### config.mk
export PLATFORM = sky130hd
export DESIGN_NAME = can_bit_timer
export DESIGN_NICKNAME = d
export VERILOG_FILES = /design/src/rtl/can_bit_timer.sv
export SDC_FILE = /design/constraint.sdc
export NUM_CORES = 1
export LEC_CHECK = 0
export CORE_MARGIN = 1
export CORE_UTILIZATION = 30
export CTS_CLUSTER_SIZE = 24
export DETAILED_ROUTE_END_ITERATION = 16
export PLACE_DENSITY = 0.47
export SLEW_MARGIN = 20
export SYNTH_ARGS = -nofsm -noshare
export SYNTH_HDL_FRONTEND = slang
export SYNTH_SLANG_ARGS = --single-unit
### constraint.sdc
create_clock -name clk -period 5.7 [get_ports clk]
set_input_delay 1.14 -clock clk [delete_from_list [all_inputs] [get_ports clk]]
set_output_delay 1.14 -clock clk [all_outputs]
set_load 0.005 [all_outputs]
### src/rtl/can_bit_timer.sv
module can_bit_timer #(
  parameter int PRE_W     = 6,
  parameter int IDLE_BITS = 11
) (
  input  logic             clk,
  input  logic             rst_n,
  input  logic             rx_raw,
  input  logic [PRE_W-1:0] cfg_brp,
  input  logic [3:0]       cfg_tseg1,
  input  logic [2:0]       cfg_tseg2,
  input  logic [1:0]       cfg_sjw,
  input  logic             cfg_triple,
  output logic             rx_bit,
  output logic             rx_bit_valid,
  output logic             tx_point
);
  localparam int CW = $clog2(IDLE_BITS + 1);

  typedef enum logic [1:0] {ST_SYNC, ST_SEG1, ST_SEG2} phase_t;

  logic             rx_q, rx_d;
  logic [PRE_W-1:0] pcnt;
  phase_t           seg;
  logic [4:0]       qcnt;
  logic [2:0]       ext, shr;
  logic             rs_done, idle;
  logic [1:0]       hist;
  logic [CW-1:0]    rec_cnt;

  logic [4:0] seg1_len, seg1_end, late_err;
  logic [3:0] seg2_len, seg2_end, early_err;
  logic [2:0] sjw_len, late_amt, ext_n, shr_n;
  logic       tick, fall, resync, early_now, maj, go_idle;

  assign seg1_len = {1'b0, cfg_tseg1} + 5'd1;
  assign seg2_len = {1'b0, cfg_tseg2} + 4'd1;
  assign sjw_len  = {1'b0, cfg_sjw} + 3'd1;

  assign tick   = (pcnt == cfg_brp);
  assign fall   = rx_d & ~rx_q;
  assign resync = fall & ~idle & ~rs_done & (seg != ST_SYNC);

  assign late_err  = qcnt + 5'd1;
  assign late_amt  = (late_err > {2'b00, sjw_len}) ? sjw_len : late_err[2:0];
  assign early_err = seg2_len - qcnt[3:0];
  assign early_now = resync & (seg == ST_SEG2) & (early_err <= {1'b0, sjw_len});

  assign ext_n = (resync && seg == ST_SEG1) ? late_amt : ext;
  assign shr_n = (resync && seg == ST_SEG2 && !early_now) ? sjw_len : shr;

  assign seg1_end = seg1_len + {2'b00, ext_n} - 5'd1;
  assign seg2_end = seg2_len - {1'b0, shr_n} - 4'd1;

  assign maj     = cfg_triple ? ((hist[1] & hist[0]) | (hist[1] & rx_q) | (hist[0] & rx_q)) : rx_q;
  assign go_idle = maj && (rec_cnt == CW'(IDLE_BITS - 1));

  always_ff @(posedge clk or negedge rst_n) begin
    if (!rst_n) begin
      rx_q         <= 1'b1;
      rx_d         <= 1'b1;
      pcnt         <= '0;
      seg          <= ST_SYNC;
      qcnt         <= '0;
      ext          <= '0;
      shr          <= '0;
      rs_done      <= 1'b0;
      idle         <= 1'b1;
      hist         <= 2'b11;
      rec_cnt      <= '0;
      rx_bit       <= 1'b1;
      rx_bit_valid <= 1'b0;
      tx_point     <= 1'b0;
    end else begin
      rx_q         <= rx_raw;
      rx_d         <= rx_q;
      rx_bit_valid <= 1'b0;
      tx_point     <= 1'b0;
      if (idle) begin
        if (fall) begin
          idle    <= 1'b0;
          pcnt    <= '0;
          seg     <= ST_SYNC;
          qcnt    <= '0;
          ext     <= '0;
          shr     <= '0;
          rs_done <= 1'b1;
          rec_cnt <= '0;
        end
      end else if (early_now) begin
        pcnt     <= '0;
        seg      <= ST_SYNC;
        qcnt     <= '0;
        ext      <= '0;
        shr      <= '0;
        rs_done  <= 1'b1;
        tx_point <= 1'b1;
      end else begin
        pcnt <= tick ? '0 : pcnt + 1'b1;
        ext  <= ext_n;
        shr  <= shr_n;
        if (resync) rs_done <= 1'b1;
        if (tick) begin
          hist <= {hist[0], rx_q};
          case (seg)
            ST_SYNC: begin
              seg  <= ST_SEG1;
              qcnt <= '0;
            end
            ST_SEG1: begin
              if (qcnt == seg1_end) begin
                seg          <= go_idle ? ST_SYNC : ST_SEG2;
                qcnt         <= '0;
                ext          <= '0;
                rs_done      <= 1'b0;
                rx_bit       <= maj;
                rx_bit_valid <= 1'b1;
                rec_cnt      <= (!maj || go_idle) ? '0 : rec_cnt + 1'b1;
                if (go_idle) idle <= 1'b1;
              end else begin
                qcnt <= qcnt + 5'd1;
              end
            end
            ST_SEG2: begin
              if (qcnt == {1'b0, seg2_end}) begin
                seg      <= ST_SYNC;
                qcnt     <= '0;
                shr      <= '0;
                tx_point <= 1'b1;
              end else begin
                qcnt <= qcnt + 5'd1;
              end
            end
            default: seg <= ST_SYNC;
          endcase
        end
      end
    end
  end
endmodule

== Word-level counts from Yosys, hierarchy flattened ==
Index checks and enable logic that the tools add are counted.

* Bits in registers: 32
* Bits in latches: 0
* RAM bits: 0
* Bits in read-only memories: 0
* Word-level logic and storage cells: 136
* Memories: 0

* Add/subtract/negate cells: 11
* $mul: 0
* Div/mod/pow operators: 0
* Magnitude comparators: 2
* Equality and inequality tests: 10
* Shifts and indexed selects: 0
* Muxes and demuxes: 65
* Bitwise operators: 15
* Reductions and logical operators: 19

{| class="wikitable"
|+ Operators with widths
! cell !! number
|-
| 3-bit 2-to-1 mux || 14
|-
| 5-bit 2-to-1 mux || 6
|-
| 4-bit 2-to-1 mux || 7
|-
| 1-bit 2-to-1 mux || 25
|-
| 6-bit 2-to-1 mux || 4
|-
| 5-bit one-hot mux with 3 select lines || 1
|-
| 2-bit 2-to-1 mux || 7
|-
| 5-bit AND reduction || 2
|-
| 1-bit AND || 9
|-
| 4-bit by 3-bit inequality test with 1-bit output, second input constant || 2
|-
| 2-bit nonzero test || 4
|-
| 6-bit by 1-bit adder with 6-bit output, second input constant || 1
|-
| 6-bit equality test || 1
|-
| 2-bit one-hot mux with 3 select lines || 1
|-
| 3-bit AND reduction || 2
|-
| 4-bit by 1-bit adder with 5-bit output, second input constant || 1
|-
| 5-bit by 1-bit adder with 5-bit output, second input constant || 1
|-
| 5-bit by 3-bit adder with 5-bit output || 1
|-
| 5-bit by 4-bit equality test with 1-bit output || 1
|-
| 5-bit equality test || 1
|-
| 5-bit by 3-bit > comparator with 1-bit output || 1
|-
| 5-bit nonzero test || 1
|-
| 5-bit by 1-bit subtractor with 5-bit output, second input constant || 1
|-
| 3-bit by 1-bit adder with 4-bit output, second input constant || 1
|-
| other kinds (19) || 27
|}

== Logic depth before layout (Yosys ltp) ==
Gate-level depths: netlist of the first run.

* Depth after elaboration: 18
* Gate-level depth with buffers: 24
* Mapped depth without buffers: 23

== Worst setup path after synthesis of the first run ==
OpenSTA, ideal clock, no wires.

* Kind: input to register
* Start point: input cfg_tseg2[0]
* End point: register seg[0]
* Setup time: 0.126 ns
* Arrival time: 5.756 ns
* Data required time: 5.574 ns
* Slack: -0.182 ns
* Stages: 23
* Buffers on the path: 1
* Cell sequence: ha_1 -> xnor2_1 -> inv_1 -> ha_1 -> xnor2_1 -> ha_1 -> o21a_1 -> o21ai_0 -> a21bo_1 -> buf_4 -> nor2_1 -> a21oi_1 -> ha_1 -> inv_1 -> fa_1 -> xnor2_1 -> or3_1 -> a31oi_1 -> mux2i_1 -> nor4b_2 -> o41ai_2 -> or3_4 -> mux2i_1

* Longest elaborated chain between the ends: 12
* Elaborated cells between the ends (all ways): 16

{| class="wikitable"
|+ Ends and longest elaborated chain
! item !! RTL line !! source
|-
| start: declaration || 10 || <nowiki>input logic [2:0] cfg_tseg2,</nowiki>
|-
| 3-bit by 1-bit adder with 4-bit output (*) || 36 || <nowiki>assign seg2_len = {1'b0, cfg_tseg2} + 4'd1;</nowiki>
|-
| 4-bit subtractor || 45 || <nowiki>assign early_err = seg2_len - qcnt[3:0];</nowiki>
|-
| 4-bit by 3-bit less-or-equal comparator with 1-bit output || 46 || <nowiki>assign early_now = resync & (seg == ST_SEG2) & (early_err <= {1'b0, sjw_len});</nowiki>
|-
| 1-bit AND || 46 ||
|-
| 1-bit zero test || 49 || <nowiki>assign shr_n = (resync && seg == ST_SEG2 && !early_now) ? sjw_len : shr;</nowiki>
|-
| 1-bit logical AND || 49 ||
|-
| 3-bit 2-to-1 mux || 49 ||
|-
| 4-bit by 3-bit subtractor with 4-bit output || 52 || <nowiki>assign seg2_end = seg2_len - {1'b0, shr_n} - 4'd1;</nowiki>
|-
| 4-bit by 1-bit subtractor with 4-bit output || 52 ||
|-
| 5-bit by 4-bit equality test with 1-bit output || 124 || <nowiki>if (qcnt == {1'b0, seg2_end}) begin</nowiki>
|-
| 4-bit by 3-bit inequality test with 1-bit output (no line) || n/a ||
|-
| 4-bit AND reduction (no line) || n/a ||
|-
| end signal: assignment || 111 || <nowiki>seg <= go_idle ? ST_SYNC : ST_SEG2;</nowiki>
|-
| end: declaration || 23 || <nowiki>phase_t seg;</nowiki>
|}

Mark *: on every way between the ends. The rest lies on a longest branch, timed or not.
A chain may end at the register's enable or synchronous reset.

== Final worst setup path of the first run ==
* Start point: input cfg_tseg2[0]
* End point: register seg[1]

Same word-level chain as after synthesis.

==> run metrics, run 1 <==
outcome=finished, final reports clean; Worst Max-Slew Pin Slew=657 ps; Worst EP arrival=5600 ps; grt met1 use=0.208; Die X=94.1 µm; root cell of the clock tree=clkbuf_8; Leakage=approximately 0.0015 µW; DP Wirelength=4600 µm; startpoint types=primary input; main combinational cell family by area after synthesis=simple AND/OR/NAND/NOR gates; Syn Nets=about 330; via/cell ratio=roughly 5.0; Bufs and invs on worst path=4; initial core utilization=0.310; H-tree levels=2; Worst-path clk slew=around 70 ps; Area contributors post-synth=dfrtp_1 (26%), ha_1 (12%), dfstp_2 (6.2%), xnor2_1 (5.5%), nand2_1 (4.7%); Die Y=94.1 µm; Ports=22; worst-path fanout max=4; Post-Synth Simple-Gate Area=0.193; busiest grt layer=met2; initial DRC count=70; RD Place Congestion=0.770; layout cells sized above 1=0.222; final count of hold timing violations=0; cell chain of the critical path=clkbuf_2, ha_4, inv_2, fa_1, inv_1, ha_1, nor2b_1, o21a_1, o21ai_2, a21bo_2, nor2_1, a21oi_2, ha_2, inv_1, fa_2, xnor2_4, or3_1, a31oi_1, mux2i_1, nor4b_2, o41ai_2, or3_4, mux2i_1; clk_skew=5.16 ps; final wirelength=roughly 5900 µm; detailed-route via count=2165; xor/xnor share of the synthesized area=0.0831; Synthesis Warnings=0; first drt pass iteration count=4; Pwr Density=316 mW/mm²; Sink Count=32; dominant cell type by area after synthesis=dfrtp_1; first-pass GRT wire length=just under 10000 µm; syn avg cell area=between 9 and 10 µm²; worst rel slew slack=0.562; die area=between 0.008 and 0.009 mm²; DRC=0; vias in the first global route=1978; fin nets=374; final total power=roughly 1000 µW; peak supply drop=around 0.1 mV; crit-path max cell delay=490 ps; Syn Inst Count=280; core area=0.00822 mm²; Seq/Total Area, Yosys=0.318; post-synthesis mux area share=0.0600; largest net degree at the start of global routing=33; worst endpoint required time=5870 ps; Compound-Gate Fraction of Synth Area=0.160; Num CTS Buffers=5; Finished Layout Cells=434; most frequent cell after synthesis=nand2_1; Top delay family on crit path=adder cells; crit end category=flop; ANT cells=0; number of synthesized flops with an enable pin=0; Yosys top cell area share=0.256; adder-cell area share of the yosys netlist=0.142; Area growth syn-to-layout=26.2%; Core Rows=33; Synth Register Bits=32; Cell variety after synth=51; RSZ-0062 raised after global routing=no; CTS Buffer Depth=2; max_cap viols=0; worst min path class=reg2reg; Setup Crit Path Kind=in2reg; Final Max Tran Viols=0; antenna viol nets, final=0; most frequent cells after synthesis=nand2_1 (32), dfrtp_1 (26), ha_1 (24); M3 GR Usage=0.0251; Congestion Overflow GR=0; final setup fails=0; WL per Instance=approximately 14 µm; commonest register cell after synthesis=dfrtp_1; placed cell count=~430; grt met2 use=0.217; Tcrit/Tclk final=0.953; port bufs=21; Post-Syn Area=0.00254 mm²; slowest CP cell=fa_1; CTS tree=built; ys async rst share=1.00; GRT Overall Usage=0.143; fmax=184 MHz; Worst-Skew Late Latency=just under 300 ps; Final Critical Period=5430 ps; CTS Hold Bufs=0; initial antenna violation count=0
## layout by cell type (no fill, tap or decap), types with 3 or more instances in the layout
cell             synthesis  layout
nand2_1                 32      32
dfrtp_1                 26      26
buf_4                    1      26
ha_1                    24      22
inv_1                   21      20
nor2_1                  20      19
clkdlybuf4s50_1          0      18
xnor2_1                 16      14
a21oi_1                 13      11
nand3_1                 11      11
o21ai_0                 12      10
nor3_1                   9       8
mux2i_1                  7       7
mux2_2                   6       6
a22o_1                   6       6
clkbuf_8                 0       6
dfstp_2                  6       6
and3_1                   5       5
xor2_1                   5       5
a21o_1                   5       5
a31oi_1                  4       4
o31ai_1                  6       4
nor2b_1                  3       3
## through the flow
step	TNS [ps]	util	setup WS, ps	instance area (µm²)	hold slack, ps
global placement	-3160	0.374	-350	3080	384
detailed placement	-4180	0.374	-468	3080	385
global route	0	0.391	17.3	3210	404
CTS	0	0.386	135	3170	395
finish	0	0.391	268	3210	392
floorplan	0	-	42.0	2580	372
## sequential cells by signal, indices dropped and copies added, names as in the netlist
name	cells
shr	3
rec_cnt	4
qcnt	5
ext	3
seg	2
rx_d	1
rx_bit_valid	1
rs_done	1
tx_point	1
pcnt	6
idle	1
rx_q	1
hist	2
rx_bit	1
## cell type report
cell class	count	area, µm²
clock buffer	6	82.6
inverter	21	78.8
tap	105	131
sequential	32	808
fill	829	5010
multi-input combinational	221	1700
timing repair buffer	47	398
clock inverter	2	10.0
## path summary, 6_finish.rpt
| check | start | to | slack [ps] | cells after the start |
|---|---|---|---|---|
| worst min-delay path | rx_q | rx_d | 390 | 0 |
| worst max register to register | qcnt[0] | seg[1] | 750 | 21 |
| max in group asynchronous | rst_n | rx_q | 4110 | 2 |
| min in group asynchronous | rst_n | pcnt[4] | 1250 | 2 |
| worst max-delay path | cfg_tseg2[0] | seg[1] | 270 | 23 |
| worst min register to register | rx_q | rx_d | 390 | 0 |
## cell families after synthesis
| group | count (synthesis) |
|---|---|
| compound gates | 59 |
| xor+xnor | 22 |
| fa+ha+maj | 27 |
| buf+inv | 27 |
| flops | 32 |
| mux | 14 |
| simple gates | 99 |
## power by group
| part | total (µW) | leakage, µW | switching, µW | internal [µW] |
|---|---|---|---|---|
| Combinational | 484 | 0.00105 | 230 | 254 |
| Clock | 188 | 0.0000510 | 91.2 | 96.4 |
| Sequential | 342 | 0.000404 | 62.6 | 279 |
## per-layer routing
metal,part of all wire,vias to the layer above
li1,-,1085
met1,0.53,1035
met2,0.42,39
met3,0.035,6
met4,0.010,0
met5,0,-
## repair_timing
action | in CTS | in global routing
hold endpoints to repair | 0 | 0
gates resized for setup | 3 | 14
endpoints found under the setup margin | 10 | 11
buffers inserted | 0 | 1
pin swaps | 4 | 13
gates cloned | 0 | 0
No activity file was read; power rests on OpenSTA's default activity.
==> run 2, diff against run 1 <==
--- a/config.mk
+++ b/config.mk
@@ -6,10 +6,10 @@
 export NUM_CORES = 1
 export LEC_CHECK = 0
 export CORE_MARGIN = 1
-export CORE_UTILIZATION = 30
+export CORE_UTILIZATION = 46
 export CTS_CLUSTER_SIZE = 24
 export DETAILED_ROUTE_END_ITERATION = 16
-export PLACE_DENSITY = 0.47
+export PLACE_DENSITY = 0.66
 export SLEW_MARGIN = 20
 export SYNTH_ARGS = -nofsm -noshare
 export SYNTH_HDL_FRONTEND = slang
==> run metrics, run 2 (synthesis results as in run 1) <==
fmax=182 MHz (-1.4%); final count of hold timing violations=0 (unchanged); Setup Crit Path Kind=in2reg; placed cell count=390 (-8.2%); Die X=76.4 µm (-19%); Num CTS Buffers=5 (unchanged); fin nets=375 (+0.27%); port bufs=21 (unchanged); Pwr Density=330 mW/mm² (+4.7%); Seq pwr share=0.321 (-0.016); hold_sp=rx_q; Area growth syn-to-layout=27.1%; Worst Max-Slew Pin Slew=979 ps (+323 ps); initial antenna violation count=0 (unchanged); Final Max Tran Viols=0 (unchanged); P_sw=392 µW (+2.2%); Placed Area=0.00303 mm² (-1.4%); clk_skew=4.08 ps (-1.07 ps); most used cell, CP=ha_1; worst rel slew slack=0.345 (-0.217); antenna viol nets, final=0 (unchanged); ANT cells=0 (unchanged); final setup TNS=0 ps (unchanged); slowest CP cell=or4b_2; largest net degree at the start of global routing=33 (unchanged); Internal Power=677 µW (+7.4%); worst-path fanout max=3 (-1); hold_ws=397 ps (+4.49 ps); switch share=0.367 (-0.0117); H-tree levels=2 (unchanged); initial DRC count=131 (+87%); GRT Overall Usage=0.214 (+0.0712); Die Y=76.4 µm (-19%); fillers=464 (-44%); FF/Latch Area=808 µm² (unchanged); first-pass GRT wire length=9860 µm (+1.6%); outcome=finished, final reports clean; commonest non-fill, non-tap cell in the layout=nand2_1; Worst Setup SP=cfg_sjw[0]; final wirelength=5760 µm (-2.5%); most frequent cells in the layout=nand2_1 (32), buf_4 (27), dfrtp_1 (26), ha_1 (20); reg2reg start=qcnt[0]; detailed-route via count=2193 (+1.3%); Ports=22 (unchanged); initial core utilization=0.489 (+0.179); Sink Count=32 (unchanged); Congestion Overflow GR=0 (unchanged); Final WS setup=191 ps (-76.9 ps); worst endpoint required time=5920 ps (+50 ps); worst min path class=reg2reg; final setup fails=0 (unchanged); peak supply drop=0.190 mV (+90%); WL per Instance=14.4 µm (+5.8%); vias in the first global route=2162 (+9.3%); CTS tree=built; Tcrit/Tclk final=0.967 (+0.0135); max_cap viols=0 (unchanged); Core Rows=26 (-21%); Finished Layout Cells=400 (-7.8%); startpoint types=primary input; combinational share of power=0.480 (+0.002); via/cell ratio=5.48 (+9.9%); Final Critical Period=5510 ps (+76.9 ps); root cell of the clock tree=clkbuf_8; CTS Buffer Depth=2 (unchanged); Multi-input gate area=0.00174 mm² (+2.3%); Worst-Skew Late Latency=280 ps (about the same); Place WS=-519 ps (-50.9 ps); max reg flops=6 (unchanged); Clk pwr share=0.199 (+0.014); RD Place Congestion=0.827 (+7.5%); Worst-path clk slew=70 ps (about the same); crit-path max cell delay=620 ps (+130 ps); die area=0.00583 mm² (-34%); first drt pass iteration count=4 (unchanged); DRC=0 (unchanged); fin area=0.00323 mm² (+0.74%); crit end category=flop; Leakage=0.00152 µW (+0.51%); Biggest register=pcnt; layout cells sized above 1=0.233 (+0.0114); top flop regs=pcnt x6, qcnt x5, rec_cnt x4; cell chain of the critical path=clkdlybuf4s50_1, ha_1, inv_1, ha_1, a21o_1, a21oi_1, a31oi_1, nor2_2, mux2i_1, mux2_2, ha_1, fa_1, a21o_1, nand2_1, xnor2_1, nor4_1, buf_4, nand4_1, a21boi_1, or4b_2, nand2_1; Worst EP arrival=5730 ps (+130 ps); core area=0.00520 mm² (-37%); DP Wirelength=4360 µm (-5.3%)
## run 2: per-layer routing
layer / part of all wire / up-vias / global-route usage
li1: - / 1088 / -
met1: 0.48 / 1056 / 0.290
met2: 0.48 / 40 / 0.342
met3: 0.028 / 9 / 0.0419
met4: 0.019 / 0 / 0.0712
met5: 0 / - / 0
## run 2: cell type report
| class | instances | share of cell area |
|---|---|---|
| inverters | 21 | 0.0244 |
| well taps | 70 | 0.0271 |
| clock inverters | 2 | 0.0108 |
| clock buffers | 6 | 0.0224 |
| multi-input cells | 221 | 0.538 |
| repair buffers | 48 | 0.127 |
| flip-flops and latches | 32 | 0.250 |
## run 2: path summary, 6_finish.rpt
kind	to	slack, ps	depth (start not counted)
max in group asynchronous	rx_q	4110	2
min in group asynchronous	pcnt[1]	1260	2
hold reg to reg	rx_d	400	0
hold / removal	rx_d	400	0
setup reg to reg	seg[0]	710	21
setup / recovery	rec_cnt[2]	190	21
## run 2: power groups by stage
| stage | logic (µW) | clock network, µW | registers (µW) |
|---|---|---|---|
| finish | 513 | 213 | 343 |
| CTS | 480 | 216 | 341 |
| floorplan | 339 | 0 | 326 |
| detailed placement | 477 | 0 | 344 |
| global placement | 465 | 0 | 343 |
| global route | 577 | 226 | 351 |
## run 2: worst max-delay path: cells and delay by family
kind            cells  cell delay (ps)
xor+xnor            1               60
buf+inv             3              700
fa+ha+maj           4             1220
compound gates      5              750
simple gates        6             1430
mux                 2              460
## run 2: stage by stage
stage,utilization,total power (µW)
global route,0.621,1150
CTS,0.603,1040
floorplan,-,665
detailed placement,0.582,820
global placement,0.582,808
finish,0.621,1070
## run 2: timing repair
item / 4_1_cts / 5_1_grt
endpoints found under the setup margin: 10 / 13
hold buffers: 0 / 0
cloned: 0 / 0
resized for setup: 3 / 23
pin swaps: 5 / 19
setup buffers: 0 / 2
